File: src/rtl/lpt_pkg.sv
package lpt_pkg;
   typedef enum logic [1:0] {
      SEL_CTRL = 2'd0,
      SEL_PSR  = 2'd1,
      SEL_CMP  = 2'd2,
      SEL_CNT  = 2'd3
   } reg_sel_e;

   localparam int CTRL_EN_BIT   = 0;
   localparam int CTRL_IE_BIT   = 1;
   localparam int CTRL_FLAG_BIT = 2;
endpackage

File: src/rtl/lpt_tick_sync.sv
module lpt_tick_sync #(
   parameter int NSRC   = 4,
   parameter int STAGES = 2
) (
   input  logic            clk,
   input  logic            rst_n,
   input  logic [NSRC-1:0] src_i,
   output logic [NSRC-1:0] edge_o
);
   localparam int CHAIN = STAGES + 1;

   for (genvar s = 0; s < NSRC; s++) begin : g_src
      logic [CHAIN-1:0] pipe_q;
      always_ff @(posedge clk or negedge rst_n) begin
         if (!rst_n) pipe_q <= '0;
         else        pipe_q <= {pipe_q[CHAIN-2:0], src_i[s]};
      end
      assign edge_o[s] = pipe_q[CHAIN-2] & ~pipe_q[CHAIN-1];

      p_edge_single_r2: assert property (@(posedge clk) disable iff (!rst_n)
         edge_o[s] |=> !edge_o[s]);
   end
endmodule

File: src/rtl/lpt_prescaler.sv
module lpt_prescaler #(
   parameter int PRE_W = 4
) (
   input  logic             clk,
   input  logic             rst_n,
   input  logic             run_i,
   input  logic             bypass_i,
   input  logic [PRE_W-1:0] div_n_i,
   input  logic             edge_i,
   output logic             tick_o
);
   localparam int PC_W = 1 << PRE_W;

   logic [PC_W-1:0] pc_q;
   logic [PC_W:0]   lim_w;
   logic            at_lim;

   always_comb begin
      lim_w  = ((PC_W+1)'(1) << (32'(div_n_i) + 32'd1)) - (PC_W+1)'(1);
      at_lim = (pc_q == lim_w[PC_W-1:0]);
   end

   always_ff @(posedge clk or negedge rst_n) begin
      if (!rst_n)                    pc_q <= '0;
      else if (!run_i || bypass_i)   pc_q <= '0;
      else if (edge_i)               pc_q <= at_lim ? '0 : pc_q + 1'b1;
   end

   assign tick_o = run_i & edge_i & (bypass_i | at_lim);

   p_pre_idle_r9: assert property (@(posedge clk) disable iff (!rst_n)
      !run_i |=> (pc_q == '0));
endmodule

File: src/rtl/lpt_counter.sv
module lpt_counter #(
   parameter int CNT_W = 16
) (
   input  logic             clk,
   input  logic             rst_n,
   input  logic             run_i,
   input  logic             tick_i,
   input  logic [CNT_W-1:0] cmp_i,
   output logic [CNT_W-1:0] cnt_o,
   output logic             match_o
);
   logic [CNT_W-1:0] cnt_q;
   logic             armed_q;

   always_ff @(posedge clk or negedge rst_n) begin
      if (!rst_n) begin
         cnt_q   <= '0;
         armed_q <= 1'b1;
      end else if (!run_i) begin
         cnt_q   <= '0;
         armed_q <= 1'b1;
      end else if (tick_i) begin
         if (armed_q)              armed_q <= 1'b0;
         else if (cnt_q == cmp_i)  cnt_q   <= '0;
         else                      cnt_q   <= cnt_q + 1'b1;
      end
   end

   assign cnt_o   = cnt_q;
   assign match_o = run_i & tick_i & ~armed_q & (cnt_q == cmp_i);

   p_off_clear_r8: assert property (@(posedge clk) disable iff (!rst_n)
      !run_i |=> (cnt_o == '0));
   p_first_tick_r8: assert property (@(posedge clk) disable iff (!rst_n)
      (run_i && tick_i && armed_q) |=> (cnt_o == '0));
   p_wrap_zero_r4: assert property (@(posedge clk) disable iff (!rst_n)
      match_o |=> (cnt_o == '0));
endmodule

File: src/rtl/lp_cmp_timer.sv
module lp_cmp_timer #(
   parameter int CNT_W       = 16,
   parameter int NSRC        = 4,
   parameter int PRE_W       = 4,
   parameter int SYNC_STAGES = 2
) (
   input  logic        clk,
   input  logic        rst_n,
   input  logic [3:0]  src_i,
   input  logic        wr_i,
   input  logic [3:0]  addr_i,
   input  logic [31:0] wdata_i,
   input  logic [3:0]  be_i,
   output logic [31:0] rdata_o,
   output logic        irq_o
);
   import lpt_pkg::*;

   localparam int SEL_W  = $clog2(NSRC);
   localparam int BYP_B  = SEL_W;
   localparam int DIV_LO = SEL_W + 1;
   localparam int PSR_W  = SEL_W + 1 + PRE_W;

   if (CNT_W < 2 || CNT_W > 32) begin : g_bad_cnt
      $error("CNT_W must lie in 2..32");
   end
   if (NSRC != 4) begin : g_bad_src
      $error("NSRC must match the 4-bit source port");
   end
   if (PRE_W < 1 || PRE_W > 5) begin : g_bad_pre
      $error("PRE_W must lie in 1..5");
   end
   if (SYNC_STAGES < 2) begin : g_bad_sync
      $error("SYNC_STAGES must be at least 2");
   end
   if (PSR_W > 32) begin : g_bad_psr
      $error("prescale register exceeds a word");
   end

   logic             en_q, ie_q, flag_q;
   logic [SEL_W-1:0] src_q;
   logic             byp_q;
   logic [PRE_W-1:0] div_q;
   logic [CNT_W-1:0] cmp_q, cap_q, cnt_w;
   logic [NSRC-1:0]  edges_w;
   logic             edge_sel, tick_w, match_w;
   reg_sel_e         sel_w;
   logic             wr_ctrl, wr_psr, wr_cmp, wr_cnt, cmp_ok;
   logic             unused_bits;

   assign sel_w       = reg_sel_e'(addr_i[3:2]);
   assign wr_ctrl     = wr_i && sel_w == SEL_CTRL;
   assign wr_psr      = wr_i && sel_w == SEL_PSR && !en_q;
   assign cmp_ok      = !en_q || flag_q;
   assign wr_cmp      = wr_i && sel_w == SEL_CMP && cmp_ok;
   assign wr_cnt      = wr_i && sel_w == SEL_CNT && (&be_i);
   assign unused_bits = ^{addr_i[1:0], wdata_i};

   lpt_tick_sync #(.NSRC(NSRC), .STAGES(SYNC_STAGES)) u_sync (
      .clk(clk), .rst_n(rst_n), .src_i(src_i), .edge_o(edges_w));

   assign edge_sel = edges_w[src_q];

   lpt_prescaler #(.PRE_W(PRE_W)) u_pre (
      .clk(clk), .rst_n(rst_n), .run_i(en_q), .bypass_i(byp_q),
      .div_n_i(div_q), .edge_i(edge_sel), .tick_o(tick_w));

   lpt_counter #(.CNT_W(CNT_W)) u_cnt (
      .clk(clk), .rst_n(rst_n), .run_i(en_q), .tick_i(tick_w),
      .cmp_i(cmp_q), .cnt_o(cnt_w), .match_o(match_w));

   always_ff @(posedge clk or negedge rst_n) begin
      if (!rst_n) begin
         en_q   <= 1'b0;
         ie_q   <= 1'b0;
         flag_q <= 1'b0;
         src_q  <= '0;
         byp_q  <= 1'b0;
         div_q  <= '0;
         cmp_q  <= '0;
         cap_q  <= '0;
      end else begin
         if (wr_ctrl) begin
            en_q <= wdata_i[CTRL_EN_BIT];
            ie_q <= wdata_i[CTRL_IE_BIT];
         end
         flag_q <= (flag_q & ~(wr_ctrl & wdata_i[CTRL_FLAG_BIT])) | match_w;
         if (wr_psr) begin
            src_q <= wdata_i[SEL_W-1:0];
            byp_q <= wdata_i[BYP_B];
            div_q <= wdata_i[DIV_LO +: PRE_W];
         end
         if (wr_cmp) cmp_q <= wdata_i[CNT_W-1:0];
         if (wr_cnt) cap_q <= cnt_w;
      end
   end

   always_comb begin
      rdata_o = '0;
      unique case (sel_w)
         SEL_CTRL: begin
            rdata_o[CTRL_EN_BIT]   = en_q;
            rdata_o[CTRL_IE_BIT]   = ie_q;
            rdata_o[CTRL_FLAG_BIT] = flag_q;
         end
         SEL_PSR:  rdata_o[PSR_W-1:0] = {div_q, byp_q, src_q};
         SEL_CMP:  rdata_o[CNT_W-1:0] = cmp_q;
         SEL_CNT:  rdata_o[CNT_W-1:0] = cap_q;
         default:  rdata_o = '0;
      endcase
   end

   assign irq_o = flag_q & ie_q;

   p_flag_set_r4: assert property (@(posedge clk) disable iff (!rst_n)
      match_w |=> flag_q);
   p_w1c_r5: assert property (@(posedge clk) disable iff (!rst_n)
      (wr_ctrl && wdata_i[CTRL_FLAG_BIT] && !match_w) |=> !flag_q);
   p_cmp_lock_r7: assert property (@(posedge clk) disable iff (!rst_n)
      (en_q && !flag_q) |=> $stable(cmp_q));
   p_psr_lock_r11: assert property (@(posedge clk) disable iff (!rst_n)
      en_q |=> ($stable(div_q) && $stable(byp_q) && $stable(src_q)));
   p_cap_hold_r3: assert property (@(posedge clk) disable iff (!rst_n)
      !(wr_i && sel_w == SEL_CNT && (&be_i)) |=> $stable(cap_q));
endmodule

File: config.mk
export PLATFORM = sky130hd
export DESIGN_NAME = lp_cmp_timer
export DESIGN_NICKNAME = d
export VERILOG_FILES = /design/src/rtl/lpt_pkg.sv /design/src/rtl/lpt_tick_sync.sv /design/src/rtl/lpt_prescaler.sv /design/src/rtl/lpt_counter.sv /design/src/rtl/lp_cmp_timer.sv
export SDC_FILE = /design/constraint.sdc
export NUM_CORES = 1
export LEC_CHECK = 0
export ABC_AREA = 1
export BUFFER_PORTS_ARGS = -buffer_cell sky130_fd_sc_hd__buf_2
export CORE_MARGIN = 2
export CORE_UTILIZATION = 40
export CTS_BUF_LIST = sky130_fd_sc_hd__clkbuf_16
export DETAILED_ROUTE_END_ITERATION = 6
export GPL_TIMING_DRIVEN = 0
export REMOVE_ABC_BUFFERS = 1
export SLEW_MARGIN = 10
export SYNTH_ARGS = -nofsm -noshare
export SYNTH_HDL_FRONTEND = slang
export SYNTH_SLANG_ARGS = --single-unit
File: constraint.sdc
create_clock -name clk -period 2.4 [get_ports clk]
set_input_delay 0.12 -clock clk [delete_from_list [all_inputs] [get_ports clk]]
set_output_delay 0.12 -clock clk [all_outputs]
set_load 0.05 [all_outputs]
# Yosys cells after proc, flatten, opt, wreduce, memory -nomap -nowiden
# Index checks and enable logic that the tools add are counted.
# word_totals
wordCells,76
register_bits,87
in_bits,47
# op_classes
addsub,4
bitwise,20
muxes,14
n_lt_le_gt_ge,1
shifts,1
reduce_logical,14
eq_ne,7
# op_table
operator,n
16-bit two-way mux,7
"16-bit by 1-bit adder with 16-bit output, second input constant",2
16-bit == test,2
"1-bit by 32-bit << shifter with 16-bit output, first input constant",1
9-bit one-hot mux with 2 select lines,1
"16-bit by 2-bit subtractor with 16-bit output, second input constant",1
1-bit AND,12
3-bit one-hot mux with 4 select lines,1
4-bit one-hot mux with 3 select lines,1
1-bit logical AND,7
1-bit inverter,6
"4-bit by 1-bit adder with 5-bit output, second input constant",1
"2-bit == test, second input constant",2
4-bit AND reduction,1
"2-bit by 3-bit < comparator with 1-bit output, second input constant",1
1-bit two-way mux,3
1-bit binary-select mux with 2-bit select,1
"2-bit by 1-bit == test with 1-bit output, second input constant",1
2-bit logical NOT,1
1-bit logical OR,2
"2-bit by 1-bit inequality test with 1-bit output, second input constant",1
"2-bit inequality test, second input constant",1
1-bit OR,2
2-bit AND reduction,1
2 further kinds,2

# Logic depth before layout (Yosys ltp)
# Gate-level depths: netlist (run 1).
# depth
word_depth,10
depth_mapped,21
depth_no_buf,18

# Cells and area by module
# A second synthesis (run 1) with hierarchy kept.
# hier_totals
hier_cells,834
area_unflattened_um2,5662.9
# by_module_without_submodules
mod,area_each_um2,cells_each,seq_area_each_um2,n_inst
lp_cmp_timer,2299.7,288,1051.0,1
lpt_prescaler,1641.6,289,400.4,1
lpt_counter,1381.3,237,426.7,1
lpt_tick_sync,340.3,20,300.3,1

# Worst setup path after synthesis (run 1)
# No wires, ideal clock.
# synth_path
kind,register to register
from,register div_q[3]
to,"register u_cnt.cnt_q[0], in the netlist u_cnt.cnt_o[0]"
path_buffers,3
slack_ps,-64
arrival_ps,2347
synth_period_minus_slack_ps,2464
stages_incl_launch_ff,21
path_cell_list,dfrtp_1 -> buf_4 -> inv_2 -> buf_4 -> nand3_1 -> ha_1 -> inv_1 -> nand2_1 -> nand2_1 -> inv_1 -> nand2_1 -> nand2_1 -> nor2_1 -> nand3_1 -> nor2_2 -> nand3_2 -> o21bai_4 -> nand3_4 -> buf_2 -> nand3_1 -> nand2_1
# synth_via
elab_chain_cells,8
# synth_rtl
item,line_no,source
start: declaration,lp_cmp_timer.sv:43,logic [PRE_W-1:0] div_q;
start signal: assignment,lp_cmp_timer.sv:91,div_q <= wdata_i[DIV_LO +: PRE_W];
4-bit by 1-bit adder with 5-bit output,lpt_prescaler.sv:19,lim_w = ((PC_W+1)'(1) << (32'(div_n_i) + 32'd1)) - (PC_W+1)'(1);
1-bit by 32-bit << shifter with 16-bit output,lpt_prescaler.sv:19,
16-bit by 2-bit subtractor with 16-bit output,lpt_prescaler.sv:19,
16-bit == test,lpt_prescaler.sv:20,at_lim = (pc_q == lim_w[PC_W-1:0]);
1-bit OR,lpt_prescaler.sv:29,assign tick_o = run_i & edge_i & (bypass_i | at_lim);
1-bit AND,lpt_prescaler.sv:29,
2-bit by 1-bit inequality test with 1-bit output (no source line),n/a,
2-bit AND reduction (no source line),n/a,
end signal: assignment,lpt_counter.sv:25,else cnt_q <= cnt_q + 1'b1;
end: declaration,lpt_counter.sv:12,logic [CNT_W-1:0] cnt_q;
# Every way passes these cells.
# A chain may end at the register's enable or synchronous reset.

# Final worst setup path (run 1)
# layout_path
from,register div_q[2]
to,"register u_cnt.cnt_q[10], in the netlist u_cnt.cnt_o[10]"
# Same word-level chain as after synthesis.

==> metrics.txt, run 1 <==
CP arrival=2.65 ns; die width=118 um; Post-synth EDFFs=0; fraction of layout cells with a size suffix above 1=20.6%; Power Density=740 mW/mm^2; setup ws final=-0.0185 ns; DRT Pass-1 Iters=5; antenna-violating nets left=0; number of global-route vias before repair=4310; fill count=1228; Worst EP required=2.63 ns; Top Ports=80; Layout Nets=791; slew at the pin closest to its max-slew limit=1.16 ns; Yosys warnings=0; RSZ-0062 raised after global routing=yes; IR drop worst, VDD=0.425 mV; setup_tns=-0.144 ns; Synth Area in Adders=0.720%; Worst path slowest cell=dfrtp_2; Worst setup SP type=flip-flop; Hold WC Path Type=input pin to flip-flop; root buf cell=clkbuf_16; mapped cell area=0.00521 mm^2; CTS sink cnt=87; Global Route Usage Sum=19.2%; TritonCTS buffer count=9; initial core utilization=41.1%; Synth Area in Simple Gates=28.5%; Fmax=413 MHz; DP Cell Count=869; Final Max Slew Viols=0; Avg Inst Size Synth=7.75 um^2; Routed wire per std cell=14.4 um; post-DP HPWL=9160 um; total congestion overflow=0; WP buf/inv=4; H-tree depth=3; distinct cell type count after synthesis=42; skew final=0.00811 ns; status=complete, but fails checks; Fin. Hold Viols=0; min cycle time layout=2.42 ns; final WL=13200 um; number of synthesized register bits=87; Non-Filler Instances=918; Synth Instances=673; Slew HR=22.7%; initial antenna violation count=0; crit path kind=flip-flop to flip-flop; Clk Latency, worst-skew pair=0.35 ns; Synth Flop Type=dfrtp_1; Die Height=118 um; Worst-path clk slew=0.07 ns; largest net degree at the start of global routing=45; flop2flop setup slack=-0.02 ns; GP Congestion=0.920; Worst Hold Depth=2; CTS max path bufs=2; Port-buffer cells=45; CORE AREA=0.0127 mm^2; Worst Setup End Kind=flip-flop; worst-path fanout max=12; Vias=4661; Die Footprint=0.0140 mm^2; Area after DPL=0.00552 mm^2; Remaining DRCs=0; global-route wire length before repair=21600 um; Post-Synth XOR/XNOR Area=6.89%; Reg2Reg Depth=18; TritonCTS clock tree=done; final hold slack=0.00697 ns; failing checks=setup timing; Compound-Gate Fraction of Synth Area=10.2%; Post-synth ARST share=100%; cell family with most CP delay=simple AND/OR/NAND/NOR gates; combinational family with the most area after synthesis=simple AND/OR/NAND/NOR gates; Tcrit/Tclk final=101%; # diodes=0; Area growth syn-to-layout=21.7%; total power=4.70 mW; post-route cell area=0.00634 mm^2; Most Frequent Cell on Critical Path=nand2_2; Seq/Total Area, Yosys=41.8%; post-synthesis mux area share=2.38%; final setup violation count=11; Site Rows=41; LEAKAGE=2.92 nW; Critical Path Stages=18; Worst path max stage delay=0.39 ns; crit-path cells=clkinv_4, nand3_4, ha_4, inv_4, buf_4, a21oi_4, nand2_4, nor2_4, nand2_2, nand2_2, nand2_1, nand2_2, nand2_4, o21bai_4, nand3_4, buf_12, nand3_1, nand2_1; Via density=5.08; max cap viols=0; Starting DRT DRC Count=336
==> cell usage after synthesis (3+ instances only) <==
master | number | area share (%)
nor3_1 | 12 | 1.2
nand2_2 | 4 | 0.48
o211ai_1 | 7 | 1.0
buf_2 | 4 | 0.38
xor2_1 | 26 | 4.4
nand2_1 | 185 | 13
nor4_1 | 7 | 0.84
nor2_1 | 50 | 3.6
o21ai_0 | 43 | 4.1
nand4_1 | 12 | 1.4
a22o_1 | 5 | 0.84
nand3_2 | 4 | 0.77
inv_2 | 4 | 0.29
o22ai_1 | 13 | 1.6
nand3_1 | 48 | 4.6
inv_1 | 62 | 4.5
ha_1 | 3 | 0.72
dfrtp_1 | 86 | 41
nor2_2 | 4 | 0.48
nand3b_1 | 3 | 0.43
mux2_2 | 11 | 2.4
xnor2_1 | 15 | 2.5
a21oi_1 | 9 | 0.86
buf_4 | 18 | 2.6
clkbuf_1 | 14 | 1.0
==> power by group <==
part           internal, mW  total, mW  switching [mW]  leakage (nW)
clock network          1.02       1.63           0.613         0.164
logic                 0.477       1.33           0.848          1.62
registers              1.60       1.74           0.143          1.13
==> final cells by class <==
class | count | area (um^2) | share of cell area [%]
Tap cell | 172 | 215 | 3.39
Multi-Input combinational cell | 494 | 2750 | 43.3
Clock buffer | 9 | 225 | 3.55
Sequential cell | 87 | 2180 | 34.4
Inverter | 68 | 269 | 4.24
Timing Repair Buffer | 81 | 583 | 9.19
Clock inverter | 7 | 119 | 1.87
==> metal layers <==
layer / global-route usage, % / wire length, um
met2: 29.1 / 5980
met1: 27.9 / 6250
met4: 7.23 / 245
met3: 2.51 / 716
met5: 0 / 0
==> metrics by stage <==
step                      utilization (%)  worst slack (ns)
final                                50.1           -0.0185
after floorplan                         -            -0.407
after detailed placement             43.6             -1.10
after global routing                 50.1            -0.187
after CTS                            48.4           -0.0306
after global placement               43.2             -1.67
==> flip-flops by register name, summed over array words and instances (netlist names) <==
signal               flops
byp_q                    1
cap_q                   16
cmp_q                   16
div_q                    4
en_q                     1
flag_q                   1
ie_q                     1
src_q                    2
u_cnt.armed_q            1
u_cnt.cnt_o             16
u_pre.pc_q              16
u_sync.g_src.pipe_q     12
==> cells by family (layout without fill, tap and decap cells) <==
group / after synthesis / after routing
AOI/OAI and AO/OA: 86 / 86
xor gates and xnor gates: 41 / 41
adders and majority gates: 3 / 3
buffers and inverters: 107 / 165
DFF: 87 / 87
muxes: 11 / 11
other: 2 / 17
and+or+nand+nor: 336 / 336
==> cell usage in the layout (no fill, tap or decap), drive strengths merged, types with 3 or more instances in the layout <==
master / n
nand2: 191
dfrtp: 86
buf: 74
inv: 66
nor2: 55
nand3: 53
o21ai: 43
xor2: 26
conb: 17
xnor2: 15
o22ai: 13
nand4: 12
nor3: 12
mux2: 11
a21oi: 10
clkbuf: 9
o211ai: 7
nor4: 7
dlygate4sd3: 7
a22o: 5
clkinv: 5
nand3b: 3
bufinv: 3
ha: 3
==> worst paths after layout <==
| check | endpoint | from |
|---|---|---|
| min in group asynchronous | u_pre.pc_q[3] | rst_n |
| setup reg to reg | u_cnt.cnt_o[10] | div_q[2] |
| max in group asynchronous | div_q[2] | rst_n |
| setup / recovery | u_cnt.cnt_o[10] | div_q[2] |
| hold reg to reg | u_sync.g_src[2].pipe_q[1] | u_sync.g_src[2].pipe_q[0] |
| hold / removal | cmp_q[15] | wdata_i[15] |
==> what timing repair did <==
| item | in CTS | in global routing |
|---|---|---|
| hold buffers | 7 | 0 |
| endpoints found under the hold margin | 48 | 0 |
| gates resized for setup | 22 | 32 |
| pin swaps | 6 | 10 |
| setup buffers | 14 | 11 |
| endpoints found under the setup margin | 57 | 31 |
| cloned | 1 | 0 |
Note: power is estimated with default switching activity, not from simulation.
==> inputs of run 2 (changes only) <==
Settings changed: ABC_CLOCK_PERIOD_IN_PS set to 2400, SETUP_SLACK_MARGIN set to 0.15, SLEW_MARGIN 10 to not set.
==> metrics.txt, run 2 (synthesized netlist as in run 1, its figures left out) <==
status=complete, but fails checks; failing checks=setup timing; RSZ-0062 raised after global routing=yes; Die Height=118 um; total power=4.29 mW; CP arrival=2.74 ns; Layout Nets=786; post-route cell area=0.00628 mm^2; Port-buffer cells=45; Sw Ratio=36.3%; Fin. Hold Viols=0; Global Route Usage Sum=19.2%; H-tree depth=3; fill count=1264; initial core utilization=41.1%; CORE AREA=0.0127 mm^2; CTS max path bufs=2; worst-path fanout max=8; setup ws final=-0.0602 ns; Area after DPL=0.00552 mm^2; combinational power share=30.3%; NetSw=1.56 mW; DRT Pass-1 Iters=5; final setup violation count=30; GP Congestion=0.920; commonest non-fill, non-tap cells in the layout=161 x nand2_1, 80 x dfrtp_1, 62 x inv_1; internal power=2.73 mW; Top Ports=80; CP Capture Point=u_cnt.cnt_o[13]; min cycle time layout=2.46 ns; number of global-route vias before repair=4414; Clk network pwr share=29.0%; Remaining DRCs=0; sequential share of power=40.7%; fraction of layout cells with a size suffix above 1=22.4%; FF-to-FF End=u_cnt.cnt_o[13]; TritonCTS clock tree=done; crit path launch=div_q[3]; Site Rows=41; initial antenna violation count=0; Area growth syn-to-layout=20.5%; TritonCTS buffer count=9; Die Footprint=0.0140 mm^2; Multi-input gate area=0.00281 mm^2; Worst setup SP type=flip-flop; Tcrit/Tclk final=103%; skew final=0.00894 ns; Clk Latency, worst-skew pair=0.34 ns; flop2flop setup slack=-0.06 ns; total congestion overflow=0; slew at the pin closest to its max-slew limit=1.12 ns; max cap viols=0; final WL=13200 um; Worst Setup End Kind=flip-flop; Fmax=406 MHz; DP Cell Count=869; Power Density=683 mW/mm^2; Via density=5.16; Hold WC Path Type=input pin to flip-flop; Routed wire per std cell=14.5 um; Vias=4704; CTS sink cnt=87; IR drop worst, VDD=0.447 mV; LEAKAGE=2.87 nW; global-route wire length before repair=21600 um; Final Max Slew Viols=0; Worst EP required=2.68 ns; # diodes=0; Reg area=0.00219 mm^2; root buf cell=clkbuf_16; worst r2r src=div_q[3]; largest net degree at the start of global routing=45; final hold slack=0.0102 ns; die width=118 um; Starting DRT DRC Count=290; post-DP HPWL=9120 um; Worst-path clk slew=0.06 ns; Reg2Reg Depth=19; Non-Filler Instances=912; commonest non-fill, non-tap cell in the layout=nand2_1; crit path kind=flip-flop to flip-flop; antenna-violating nets left=0; Slew HR=24.9%
-- run 2: changes by cell type in the layout (fill, tap and decap cells not counted), moves of 3 or more --
cell | before | now
nand2_1 | 180 | 161
o22ai_2 | 5 | 8
buf_4 | 23 | 18
bufinv_16 | 3 | 0
nand2_2 | 8 | 27
-- run 2: through the flow --
stage / utilization (%) / setup WS (ns) / setup TNS [ns]
after global placement: 43.2 / -1.67 / -52.11
after CTS: 48.6 / -0.0668 / -1.07
after global routing: 49.6 / -0.215 / -5.17
final: 49.6 / -0.0602 / -1.02
after floorplan: - / -0.407 / -9.87
after detailed placement: 43.6 / -1.12 / -38.05
-- run 2: worst max-delay path: stages, from the launching register on --
cell and delay (ns):
dfrtp_4 0.44, inv_8 0.03, nand3_4 0.07, ha_4 0.16
inv_4 0.04, buf_12 0.11, a21oi_4 0.14, nand2_4 0.10
nor2_4 0.19, nand2_2 0.08, nand2_2 0.07, nand2_2 0.05
nand2_2 0.09, nand2_4 0.06, o21bai_4 0.17, nand3_4 0.16
buf_6 0.19, nand2_8 0.11, nand2_2 0.06, nand2_1 0.06
-- run 2: power groups by stage --
stage                     logic [mW]  clock network (mW)  registers [mW]
after detailed placement        1.07                   0            1.79
after global routing            1.42                1.34            1.76
after global placement          1.04                   0            1.78
after floorplan                0.809                   0            1.74
final                           1.30                1.25            1.74
after CTS                       1.24                1.28            1.74
-- run 2: worst min-delay path by stage --
stage / startpoint / to / cells past startpoint
finish: wdata_i[15] / cmp_q[15] / 2
global route: wdata_i[10] / cmp_q[10] / 2
CTS: wdata_i[10] / cmp_q[10] / 2
detailed placement: rst_n / u_pre.pc_q[3] / 1
global placement: src_i[0] / u_sync.g_src[0].pipe_q[0] / 1
floorplan: rst_n / byp_q / 0
-- run 2: per-layer routing --
| metal | wire length (um) | up-vias | track usage (%) |
|---|---|---|---|
| met5 | 0 | - | 0 |
| met3 | 714 | 20 | 3.33 |
| met2 | 5850 | 167 | 29.0 |
| met4 | 236 | 0 | 7.23 |
| met1 | 6430 | 2217 | 27.6 |
| li1 | - | 2300 | - |
-- run 2: cell type report --
class	instances	share of cell area [%]
flip-flops and latches	87	34.9
multi-input cells	495	44.7
clock buffers	9	3.59
inverters	68	4.28
clock inverters	6	0.458
repair buffers	75	8.67
well taps	172	3.43
-- run 2: timing repair --
action	CTS	global route
pin swaps	10	7
endpoints found under the setup margin	57	43
gates resized for setup	46	27
cloned	3	0
hold buffers	6	0
hold endpoints to repair	47	0
setup buffers	16	3
==> inputs of run 3 (changes only) <==
Settings changed: ABC_CLOCK_PERIOD_IN_PS 2400 to 2800.
Clock period 2.4 ns to 2.8 ns, I/O delays scaled along.
==> metrics.txt, run 3 (synthesized netlist as in run 1, its figures left out) <==
Worst setup SP type=flip-flop; die width=118 um; commonest non-fill, non-tap cells in the layout=183 x nand2_1, 81 x dfrtp_1, 62 x inv_1; combinational power share=28.8%; Via density=5.05; number of global-route vias before repair=4262; Power Density=591 mW/mm^2; largest net degree at the start of global routing=45; Area growth syn-to-layout=16.9%; Clk network pwr share=29.5%; crit path launch=div_q[0]; final hold slack=0.0295 ns; min cycle time layout=2.54 ns; met3 WL post-DR=699 um; Worst Setup End Kind=flip-flop; Tcrit/Tclk final=90.6%; CTS sink cnt=87; Port-buffer cells=45; Fin. Hold Viols=0; IR drop worst, VDD=0.383 mV; slew at the pin closest to its max-slew limit=1.13 ns; Hold WC Path Type=input pin to flip-flop; initial core utilization=41.1%; antenna-violating nets left=0; CTS max path bufs=2; sequential share of power=41.7%; # diodes=0; uppermost routed layer=met4; worst r2r src=div_q[0]; Sw Ratio=35.8%; TritonCTS clock tree=done; LEAKAGE=2.83 nW; status=completed; Worst EP required=3.03 ns; skew final=0.00893 ns; min-delay src=wdata_i[15]; crit-path cells=nor2_4, nand3_2, ha_4, inv_4, nand2_2, nand2_2, inv_1, nand2_1, nand2_1, nor2_1, nand3_1, nor2_2, nand3_2, o21bai_4, nand3_4, clkbuf_16, nand3_2, nand2_1; initial antenna violation count=0; H-tree depth=3; CP arrival=2.77 ns; CORE AREA=0.0127 mm^2; commonest non-fill, non-tap cell in the layout=nand2_1; crit path kind=flip-flop to flip-flop; total congestion overflow=0; Layout Nets=782; metal2 WL=5660 um; Worst path slowest cell=dfrtp_2; final WL=12700 um; Non-Filler Instances=908; Area after DPL=0.00552 mm^2; Slew HR=24.7%; root buf cell=clkbuf_16; Final Max Slew Viols=0; Worst-path clk slew=0.06 ns; Die Footprint=0.0140 mm^2; NetSw=1.29 mW; Global Route Usage Sum=18.5%; Top Ports=80; Fmax=394 MHz; DRT Pass-1 Iters=5; Die Height=118 um; RSZ-0062 raised after global routing=yes; DP Cell Count=869; TritonCTS buffer count=9; final setup violation count=0; max cap viols=0; worst-path fanout max=6; fraction of layout cells with a size suffix above 1=17.7%; Vias=4589; post-DP HPWL=9120 um; Worst path max stage delay=0.46 ns; Site Rows=41; Routed wire per std cell=14.0 um; global-route wire length before repair=20900 um; internal power=2.31 mW; post-route cell area=0.00609 mm^2; Starting DRT DRC Count=289; Clk Latency, worst-skew pair=0.34 ns; metal1 wirelength=6150 um; Remaining DRCs=0; GP Congestion=0.920
run 3: stage by stage:
| step | power, mW | TNS (ns) | utilization, % | setup WS (ns) |
|---|---|---|---|---|
| 6_report | 3.60 | 0 | 48.1 | 0.264 |
| 5_1_grt | 3.81 | 0 | 48.1 | 0.117 |
| 4_1_cts | 3.56 | 0 | 46.6 | 0.158 |
| 3_5_place_dp | 2.45 | -17.57 | 43.6 | -0.724 |
| 3_3_place_gp | 2.42 | -31.40 | 43.2 | -1.27 |
| 2_1_floorplan | 2.19 | -0.0331 | - | -0.00662 |
run 3: final cells by class:
type,instances,area (um^2)
Clock inverter,6,28.8
Fill cell,1285,6580
Timing Repair Buffer,72,497
Clock buffer,9,225
Multi-Input combinational cell,494,2670
Inverter,68,274
Sequential cell,87,2190
Tap cell,172,215
run 3: routing by layer:
layer / GRT usage, % / vias up
met4: 7.23 / 0
met5: 0 / -
li1: - / 2285
met2: 27.5 / 139
met3: 3.33 / 16
met1: 26.8 / 2149
run 3: final timing paths:
path                            slack (ns)                         to  cells past startpoint
min in group asynchronous             0.35              u_pre.pc_q[3]                      2
worst max register to register        0.26            u_cnt.cnt_o[10]                     18
worst max-delay path                  0.26            u_cnt.cnt_o[10]                     18
worst min-delay path                  0.03                  cmp_q[15]                      2
worst min register to register        0.34  u_sync.g_src[2].pipe_q[1]                      0
max in group asynchronous             1.82                   div_q[2]                      3
run 3: power groups by stage:
stage	clock network, mW	registers, mW	logic, mW
global placement	0	1.53	0.891
floorplan	0	1.49	0.694
global route	1.15	1.52	1.14
finish	1.06	1.50	1.04
CTS	1.09	1.51	0.954
detailed placement	0	1.53	0.913
run 3: what timing repair did:
item | CTS | global route
gates cloned | 0 | 1
setup endpoints to repair | 49 | 30
hold buffers | 5 | 0
gates resized for setup | 13 | 15
pin swaps | 2 | 19
buffers inserted | 5 | 13
hold endpoints to repair | 46 | 0
run 3: critical path: cells and delay by family, from the launching register on:
kind	cells	cell delay [ns]
AOI/OAI and AO/OA	1	0.20
and+or+nand+nor	13	1.27
adders and majority gates	1	0.19
DFF	1	0.46
buffers and inverters	3	0.31
